**src/rtl/tbl_seq_pkg.sv**
```systemverilog
package tbl_seq_pkg;
  localparam int WORD_W = 32;
  localparam int ADDR_W = 32;
  localparam int STRIDE = 4;

  typedef logic [WORD_W-1:0] word_t;
  typedef logic [ADDR_W-1:0] addr_t;

  typedef enum logic [1:0] {
    S_IDLE   = 2'd0,
    S_FETCH  = 2'd1,
    S_DECODE = 2'd2,
    S_WRITE  = 2'd3
  } seq_state_t;

  // target address after one ordinary write
  function automatic addr_t addr_step(input addr_t a);
    return a + addr_t'(STRIDE);
  endfunction

  // unsigned lower-bound violation test
  function automatic logic addr_below(input addr_t a, input addr_t bound);
    return (a < bound);
  endfunction
endpackage

```
**src/rtl/tbl_classify.sv**
```systemverilog
module tbl_classify
  import tbl_seq_pkg::*;
(
  input  word_t word_in,
  input  word_t end_mark,
  input  word_t jump_mark,
  output logic  is_end,
  output logic  is_jump
);
  // stop marker takes priority when both markers are equal
  always_comb begin
    is_end  = (word_in == end_mark);
    is_jump = (word_in == jump_mark) && !is_end;
  end
endmodule

```
**src/rtl/tbl_fetch_ctr.sv**
```systemverilog
module tbl_fetch_ctr #(
  parameter int MAX_WORDS = 64,
  localparam int PW = $clog2(MAX_WORDS + 1)
) (
  input  logic          clk,
  input  logic          rst_n,
  input  logic          clear,
  input  logic          step,
  output logic [PW-1:0] ptr,
  output logic          exhausted
);
  always_ff @(posedge clk or negedge rst_n) begin
    if (!rst_n)     ptr <= '0;
    else if (clear) ptr <= '0;
    else if (step)  ptr <= ptr + PW'(1);
  end

  assign exhausted = (ptr == PW'(MAX_WORDS));

  p_ptr_cap_r7: assert property (@(posedge clk) disable iff (!rst_n)
    ptr <= PW'(MAX_WORDS));
  p_no_step_when_full_r7: assert property (@(posedge clk) disable iff (!rst_n)
    exhausted |-> !step);
endmodule

```
**src/rtl/tbl_wr_port.sv**
```systemverilog
module tbl_wr_port
  import tbl_seq_pkg::*;
(
  input  logic  clk,
  input  logic  rst_n,
  input  logic  load,
  input  addr_t load_addr,
  input  word_t load_data,
  input  logic  wr_ready,
  output logic  wr_valid,
  output addr_t wr_addr,
  output word_t wr_data,
  output logic  accept
);
  assign accept = wr_valid && wr_ready;

  always_ff @(posedge clk or negedge rst_n) begin
    if (!rst_n) begin
      wr_valid <= 1'b0;
      wr_addr  <= '0;
      wr_data  <= '0;
    end else if (load) begin
      wr_valid <= 1'b1;
      wr_addr  <= load_addr;
      wr_data  <= load_data;
    end else if (accept) begin
      wr_valid <= 1'b0;
    end
  end

  p_hold_stable_r6: assert property (@(posedge clk) disable iff (!rst_n)
    (wr_valid && !wr_ready) |=> (wr_valid && $stable(wr_addr) && $stable(wr_data)));
  p_no_reload_pending_r6: assert property (@(posedge clk) disable iff (!rst_n)
    wr_valid |-> !load);
endmodule

```
**src/rtl/tbl_init_seq.sv**
```systemverilog
module tbl_init_seq
  import tbl_seq_pkg::*;
#(
  parameter int MAX_WORDS = 64,
  localparam int TW = $clog2(MAX_WORDS),
  localparam int PW = $clog2(MAX_WORDS + 1)
) (
  input  logic          clk,
  input  logic          rst_n,
  input  logic          start,
  input  logic [31:0]   base_addr,
  input  logic [31:0]   end_mark,
  input  logic [31:0]   jump_mark,
  output logic          tbl_rd_en,
  output logic [TW-1:0] tbl_rd_addr,
  input  logic [31:0]   tbl_rd_data,
  output logic          wr_valid,
  output logic [31:0]   wr_addr,
  output logic [31:0]   wr_data,
  input  logic          wr_ready,
  output logic          busy,
  output logic          done,
  output logic          err_below,
  output logic          err_len
);
  seq_state_t    state;
  logic          need_addr;
  addr_t         cur_addr;
  logic          done_q, err_below_q, err_len_q;
  logic [PW-1:0] ptr;
  logic          exhausted;
  logic          is_end, is_jump;

  // named internal events
  logic launch, ev_bound_fail, ev_len_fail, ev_end, ev_jump;
  logic ev_write_load, ev_addr_load, ev_write_accept;

  tbl_classify u_classify (
    .word_in  (tbl_rd_data),
    .end_mark (end_mark),
    .jump_mark(jump_mark),
    .is_end   (is_end),
    .is_jump  (is_jump)
  );

  tbl_fetch_ctr #(.MAX_WORDS(MAX_WORDS)) u_fetch (
    .clk      (clk),
    .rst_n    (rst_n),
    .clear    (launch),
    .step     (tbl_rd_en),
    .ptr      (ptr),
    .exhausted(exhausted)
  );

  tbl_wr_port u_wr (
    .clk      (clk),
    .rst_n    (rst_n),
    .load     (ev_write_load),
    .load_addr(cur_addr),
    .load_data(tbl_rd_data),
    .wr_ready (wr_ready),
    .wr_valid (wr_valid),
    .wr_addr  (wr_addr),
    .wr_data  (wr_data),
    .accept   (ev_write_accept)
  );

  always_comb begin
    launch        = start && (state == S_IDLE);
    ev_bound_fail = (state == S_FETCH) && !need_addr && addr_below(cur_addr, base_addr);
    ev_len_fail   = (state == S_FETCH) && !ev_bound_fail && exhausted;
    tbl_rd_en     = (state == S_FETCH) && !ev_bound_fail && !exhausted;
    ev_addr_load  = (state == S_DECODE) && need_addr;
    ev_end        = (state == S_DECODE) && !need_addr && is_end;
    ev_jump       = (state == S_DECODE) && !need_addr && is_jump;
    ev_write_load = (state == S_DECODE) && !need_addr && !is_end && !is_jump;
  end

  assign tbl_rd_addr = ptr[TW-1:0];
  assign busy        = (state != S_IDLE);
  assign done        = done_q;
  assign err_below   = err_below_q;
  assign err_len     = err_len_q;

  always_ff @(posedge clk or negedge rst_n) begin
    if (!rst_n) begin
      state       <= S_IDLE;
      need_addr   <= 1'b1;
      cur_addr    <= '0;
      done_q      <= 1'b0;
      err_below_q <= 1'b0;
      err_len_q   <= 1'b0;
    end else begin
      done_q <= 1'b0;
      unique case (state)
        S_IDLE: if (launch) begin
          state       <= S_FETCH;
          need_addr   <= 1'b1;
          err_below_q <= 1'b0;
          err_len_q   <= 1'b0;
        end
        S_FETCH: begin
          if (ev_bound_fail) begin
            err_below_q <= 1'b1;
            state       <= S_IDLE;
          end else if (ev_len_fail) begin
            err_len_q <= 1'b1;
            state     <= S_IDLE;
          end else begin
            state <= S_DECODE;
          end
        end
        S_DECODE: begin
          if (ev_addr_load) begin
            cur_addr  <= tbl_rd_data;
            need_addr <= 1'b0;
            state     <= S_FETCH;
          end else if (ev_end) begin
            done_q <= 1'b1;
            state  <= S_IDLE;
          end else if (ev_jump) begin
            need_addr <= 1'b1;
            state     <= S_FETCH;
          end else begin
            state <= S_WRITE;
          end
        end
        S_WRITE: if (ev_write_accept) begin
          cur_addr <= addr_step(cur_addr);
          state    <= S_FETCH;
        end
        default: state <= S_IDLE;
      endcase
    end
  end

  p_done_pulse_r3: assert property (@(posedge clk) disable iff (!rst_n)
    done |=> !done);
  p_done_idle_r3: assert property (@(posedge clk) disable iff (!rst_n)
    done |-> !busy);
  p_no_low_write_r5: assert property (@(posedge clk) disable iff (!rst_n)
    wr_valid |-> !addr_below(wr_addr, base_addr));
  p_err_exclusive_r9: assert property (@(posedge clk) disable iff (!rst_n)
    !(err_below && err_len));
  p_done_no_err_r3: assert property (@(posedge clk) disable iff (!rst_n)
    done |-> !(err_below || err_len));
  p_write_busy_r6: assert property (@(posedge clk) disable iff (!rst_n)
    wr_valid |-> (busy && !tbl_rd_en));
  p_err_sticky_r5: assert property (@(posedge clk) disable iff (!rst_n)
    (err_below && !start) |=> err_below);
endmodule

```
**config.mk**
```make
export PLATFORM = sky130hd
export DESIGN_NAME = tbl_init_seq
export DESIGN_NICKNAME = d
export VERILOG_FILES = /design/src/rtl/tbl_seq_pkg.sv /design/src/rtl/tbl_classify.sv /design/src/rtl/tbl_fetch_ctr.sv /design/src/rtl/tbl_wr_port.sv /design/src/rtl/tbl_init_seq.sv
export SDC_FILE = /design/constraint.sdc
export NUM_CORES = 1
export LEC_CHECK = 0
export ABC_AREA = 1
export BUFFER_PORTS_ARGS = -buffer_cell sky130_fd_sc_hd__buf_4
export CORE_MARGIN = 4
export CORE_UTILIZATION = 35
export DETAILED_ROUTE_END_ITERATION = 7
export GPL_TIMING_DRIVEN = 1
export MAX_ROUTING_LAYER = met4
export PLACE_DENSITY_LB_ADDON = 0.1
export SYNTH_ARGS = -nofsm -noshare
export SYNTH_HDL_FRONTEND = slang
export SYNTH_SLANG_ARGS = --single-unit
```
**constraint.sdc**
```tcl
create_clock -name clk -period 1.9 [get_ports clk]
set_input_delay 0.38 -clock clk [delete_from_list [all_inputs] [get_ports clk]]
set_output_delay 0.38 -clock clk [all_outputs]
set_load 0.02 [all_outputs]
```
# Word-level counts from Yosys, hierarchy flattened
# Cells that the tools add are included.
# word_totals
word_cells	87
out_inout_bits	76
inputBits	132
ff_bits	110
# op_classes
addsub	2
reduce_logical	31
eq_ne	14
mux	29
magnitude_cmp	1
# ops
cell	count
32-bit equality test	2
32-bit 2-to-1 mux	2
32-bit one-hot mux with 2 select lines	1
32-bit by 3-bit adder with 32-bit output, second input constant	1
32-bit less-than comparator	1
1-bit logical AND	14
2-bit 2-to-1 mux	7
7-bit 2-to-1 mux	2
1-bit 2-to-1 mux	13
2-bit != test, second input constant	6
2-bit nonzero test	6
2-bit one-hot mux with 4 select lines	1
4-bit AND reduction	2
7-bit by 1-bit adder with 7-bit output, second input constant	1
7-bit equality test, second input constant	1
3-bit != test, second input constant	2
1-bit one-hot mux with 2 select lines	3
3-bit AND reduction	2
1-bit zero test	5
2-bit equality test, second input constant	2
2-bit by 1-bit equality test with 1-bit output, second input constant	1
2-bit zero test	1
2-bit AND reduction	1

# Longest topological paths before layout
# depth
depth_word	9
mapped_depth	17
mapped_depth_nobuf	16

# Modules after synthesis
# A second synthesis with hierarchy kept.
# hier_totals
cells_unflattened	1077
hier_area_um2	7504.7
# by_module_without_submodules
mod	seq_area_each_um2	area_each_um2	n_inst	cells_per_inst
tbl_init_seq	952.2	3563.4	1	532
tbl_wr_port	1626.6	2526.2	1	277
tbl_classify	0.0	1014.7	1	217
tbl_fetch_ctr	175.2	400.4	1	51

# Worst setup path before layout
# OpenSTA, ideal clock, no wires.
# synth_timing
path_type	register to output
startpoint	reg u_fetch.ptr[0]
endpoint	out tbl_rd_en
stages_incl_launch_ff	11
n_path_buf	0
setup_slack_ps	-62
arrival_time_ps	1582
t_required_ps	1520
cell_sequence	dfrtp_1 inv_1 ha_1 nand2_1 nor3_1 nor3b_1 inv_1 nand2_1 clkinv_1 nand2_1 inv_1
# synth_via
elab_chain_cells	3
# synth_lines
element	line_no	text
start, declared	tbl_fetch_ctr.sv:9	output logic [PW-1:0] ptr,
start signal, assigned	tbl_fetch_ctr.sv:15	else if (step) ptr <= ptr + PW'(1);
7-bit equality test	tbl_fetch_ctr.sv:18	assign exhausted = (ptr == PW'(MAX_WORDS));
1-bit zero test	tbl_init_seq.sv:72	tbl_rd_en = (state == S_FETCH) && !ev_bound_fail && !exhausted;
1-bit logical AND	tbl_init_seq.sv:72	
end, declared	tbl_init_seq.sv:14	output logic tbl_rd_en,
# Every way passes these cells.

# Final worst setup path
# layout_timing
startpoint	reg cur_addr[30]
endpoint	out tbl_rd_en
# layout_via
elab_chain_cells	5
# layout_lines
element	line_no	text
start, declared	tbl_init_seq.sv:28	addr_t cur_addr;
start signal, assigned	tbl_init_seq.sv:115	cur_addr <= tbl_rd_data;
start signal, assigned	tbl_init_seq.sv:129	cur_addr <= addr_step(cur_addr);
32-bit less-than comparator	tbl_seq_pkg.sv:23	return (a < bound);
1-bit logical AND	tbl_init_seq.sv:70	ev_bound_fail = (state == S_FETCH) && !need_addr && addr_below(cur_addr, base_addr);
1-bit zero test	tbl_init_seq.sv:72	
1-bit logical AND (2 in a row)	tbl_init_seq.sv:72	
# Every way passes these cells.

==> run_results.csv <==
group,metric,value,unit
outcome,outcome,"finished, violations left",
outcome,violations,"setup timing",
yosys,yosys_warnings,0,
final_layout,multiInputGateArea,4090,sq um
final_layout,final_layout_size_suffix_gt1_frac,0.352,
yosys,synth_enable_flop_cells,0,
die,ios,208,
sta,period_share,1.26,
final_layout,syn2layout_area_growth,48.6,%
global_routing,grt_pass1_wl,36800,microns
clock_network,cts_num_sinks,110,
sta,finalSetupViolCount,10,
final_layout,fin_cells,1559,
setup_path,r2r_slack,-210,ps
sta,worstMarginPinSlew,425,ps
clock_network,htreeDepth,3,
worst_hold_path,hold_start,"wr_ready",
yosys,syn-num-nets,1134,
placed_design,hpwlAfterDp,19500,microns
worst_hold_path,hold_depth,2,
clock_network,cts_buffer_depth,2,
final_layout,utilization,0.528,
drt,routed-via-count,7269,
placed_design,post_dp_cell_area,9820,sq um
sta,hold_slack,212,ps
final_layout,antenna_cells,0,
yosys,synthArstFlopShare,1.00,
yosys,syn_area,7190,sq um
sta,maxSlewViolCount,0,
global_routing,first_global_vias,6924,
clock_network,cts_tree,"built",
yosys,postSynthAreaPerCell,7.46,sq um
die,dieArea,22900,sq um
yosys,synth_ff_type,"dfrtp_1",
final_layout,final_area,10700,sq um
die,die_height,151,microns
yosys,ys_seq_area_frac,0.383,
setup_path,path_max_fanout,2,
placed_design,gp_congestion,0.854,
drt,ant_nets,0,
setup_path,rr_endpoint,"err_below",
setup_path,r2r_cells,14,
setup_path,required,1520,ps
sta,max_freq,0.418,GHz
placed_design,dp.cells,1528,
power_and_ir_drop,power_density,1360,nW/um^2
drt,drc,0,
setup_path,path_class,"reg2out",
clock_network,cts_made_buffers,9,
worst_hold_path,min_path_type,"in2reg",
placed_design,port_buffers,207,
final_layout,fillers,2014,
power_and_ir_drop,p_leak,5.44,nW
clock_network,cts_root_buf,"clkbuf_16",
sta,fin_worst_skew,7.18,ps
die,die_x,151,microns
final_layout,seq_area,2760,sq um
drt,dr.first_iter.drc_count,262,
drt,via_per_inst,4.66,
global_routing,antenna_found_initial,0,
power_and_ir_drop,ir_drop,710,uV
setup_path,timing.rr.start,"cur_addr[13]",
placed_design,place_ws,-478,ps
worst_hold_path,hold_end,"u_wr.wr_valid",
sta,fin_ws,-491,ps
drt,drtPass1Iterations,4,
setup_path,start_kind,"register",
yosys,ys_ff_latch,110,
global_routing,grt_overflow,0,
drt,wirelength,24300,microns
job,max_cap_viol_count,0,
sta,slew_headroom,0.717,
die,initial_core_util,0.355,
global_routing,grtUsageTotal,0.214,
sta,hold_viol,0,
clock_network,clock_latency,360,ps
global_routing,grt_max_degree,46,
drt,wire_per_inst,15.6,microns
clock_network,clkTransAtPathRegs,70,ps
sta,period_needed,2390,ps
yosys,yosysUniqueCellTypes,40,
die,fp.coreArea,20200,sq um
yosys,syn_inst,964,
setup_path,critical_path_arrival,2010,ps
sta,rsz0062_at_grt,"true",
setup_path,endpoint_kind,"output port",
die,rows,52,
final_layout,fin_nets,1454,
[power by group]
group          leakage (nW)  total [mW]  internal (mW)  switching [mW]
clock network         0.136        1.84          0.897           0.940
registers              1.36        4.08           3.43           0.653
logic                  3.94        8.61           3.76            4.85
total                  5.44        14.5           8.08            6.44
[flip-flops by register name, summed over array words and instances, names as in the netlist, 2 cells and up]
signal	count
u_wr.wr_data	32
cur_addr	32
state	2
u_fetch.ptr	7
u_wr.wr_addr	32
[kinds of logic (layout without fill, tap and decap cells)]
logic type | Yosys count | in the layout | share of synthesized area
AO/OA/AOI/OAI | 174 | 174 | 0.125
XOR/XNOR | 55 | 55 | 0.0670
adder cells (fa/ha/maj) | 38 | 38 | 0.0661
buffers and inverters | 174 | 499 | 0.108
flip-flops | 110 | 110 | 0.383
AND/OR/NAND/NOR | 413 | 413 | 0.251
[Yosys cell counts (2+ instances only)]
cell	instances	area, sq um
ha_1	38	475
o21ai_1	42	210
o22ai_1	3	18.8
xnor2_1	29	254
buf_4	6	45.0
a21oi_1	46	230
a22oi_1	3	22.5
xor2_1	26	228
nor2_1	57	214
buf_6	10	113
clkbuf_1	11	41.3
or2_2	5	31.3
inv_1	129	484
dfrtp_1	109	2730
inv_2	10	37.5
nor3b_1	2	15.0
or2_1	15	93.8
o211ai_1	4	30.0
o21ai_0	73	365
buf_2	5	25.0
nand2_1	223	837
nand4_1	15	93.8
nor3_1	17	85.1
nor4_1	5	31.3
nand3_1	66	330
[layout by cell type, fill, tap and decap left out, types with 4 or more instances in the layout]
cell type / n
o211ai_1: 4
nor3_1: 8
xor2_1: 26
o21ai_1: 56
nand4_1: 15
or2_2: 5
buf_4: 329
buf_12: 6
nor3_2: 5
clkbuf_16: 9
ha_4: 9
nand2_2: 8
ha_1: 28
buf_6: 5
nand3_1: 61
inv_1: 122
dfrtp_1: 108
a21oi_1: 33
nor3_4: 5
nand3_2: 4
inv_2: 13
xnor2_1: 29
nor2_1: 45
clkinv_2: 4
a21oi_2: 11
o21ai_0: 58
nand2_1: 213
or2_1: 15
nor2_2: 10
[worst max-delay path, stage by stage, from the launching register on]
cell and delay, ps:
dfrtp_1 420, ha_1 310, nand2_2 70, nor2_4 110, nand4_1 170, nor2_2 200
nand2_2 90, nand2_4 90, nand2_4 50, inv_2 40, buf_6 100
[worst max path at each step]
stage             startpoint        end  slack (ps)  cells after the start
2_1_floorplan  base_addr[31]  tbl_rd_en          50                      9
3_3_place_gp   base_addr[15]  tbl_rd_en        -430                     14
3_5_place_dp   base_addr[15]  tbl_rd_en        -480                     14
4_1_cts         cur_addr[15]  tbl_rd_en        -580                     12
5_1_grt         cur_addr[30]  tbl_rd_en        -590                     10
6_report        cur_addr[30]  tbl_rd_en        -490                     10
[layout make-up]
| class | count | share of cell area |
|---|---|---|
| Multi-Input combinational cell | 680 | 0.383 |
| Clock buffer | 9 | 0.0211 |
| Inverter | 140 | 0.0504 |
| Tap cell | 270 | 0.0316 |
| Timing Repair Buffer | 343 | 0.252 |
| Clock inverter | 7 | 0.00457 |
| Sequential cell | 110 | 0.258 |
[per-layer routing]
layer / up-vias / track usage / routed length [microns]
met2: 161 / 0.345 / 11600
met4: 0 / 0.0413 / 266
met1: 3353 / 0.291 / 11100
li1: 3739 / - / -
met5: - / - / 0
met3: 16 / 0.0308 / 1290
[what timing repair did]
item / 4_1_cts / 5_1_grt
buffers inserted: 5 / 11
gates resized for setup: 40 / 81
pin swaps: 20 / 39
cloned: 1 / 0
endpoints found under the hold margin: 24 / 0
endpoints found under the setup margin: 28 / 81
hold buffers: 1 / 0
[stage by stage]
stage	total power [mW]	setup TNS, ps
after global routing	15.7	-3320
final	14.5	-1700
after CTS	14.1	-1580
after global placement	11.8	-9970
after floorplan	8.21	0
after detailed placement	11.8	-9270
Note: power is estimated with default switching activity, not from simulation.
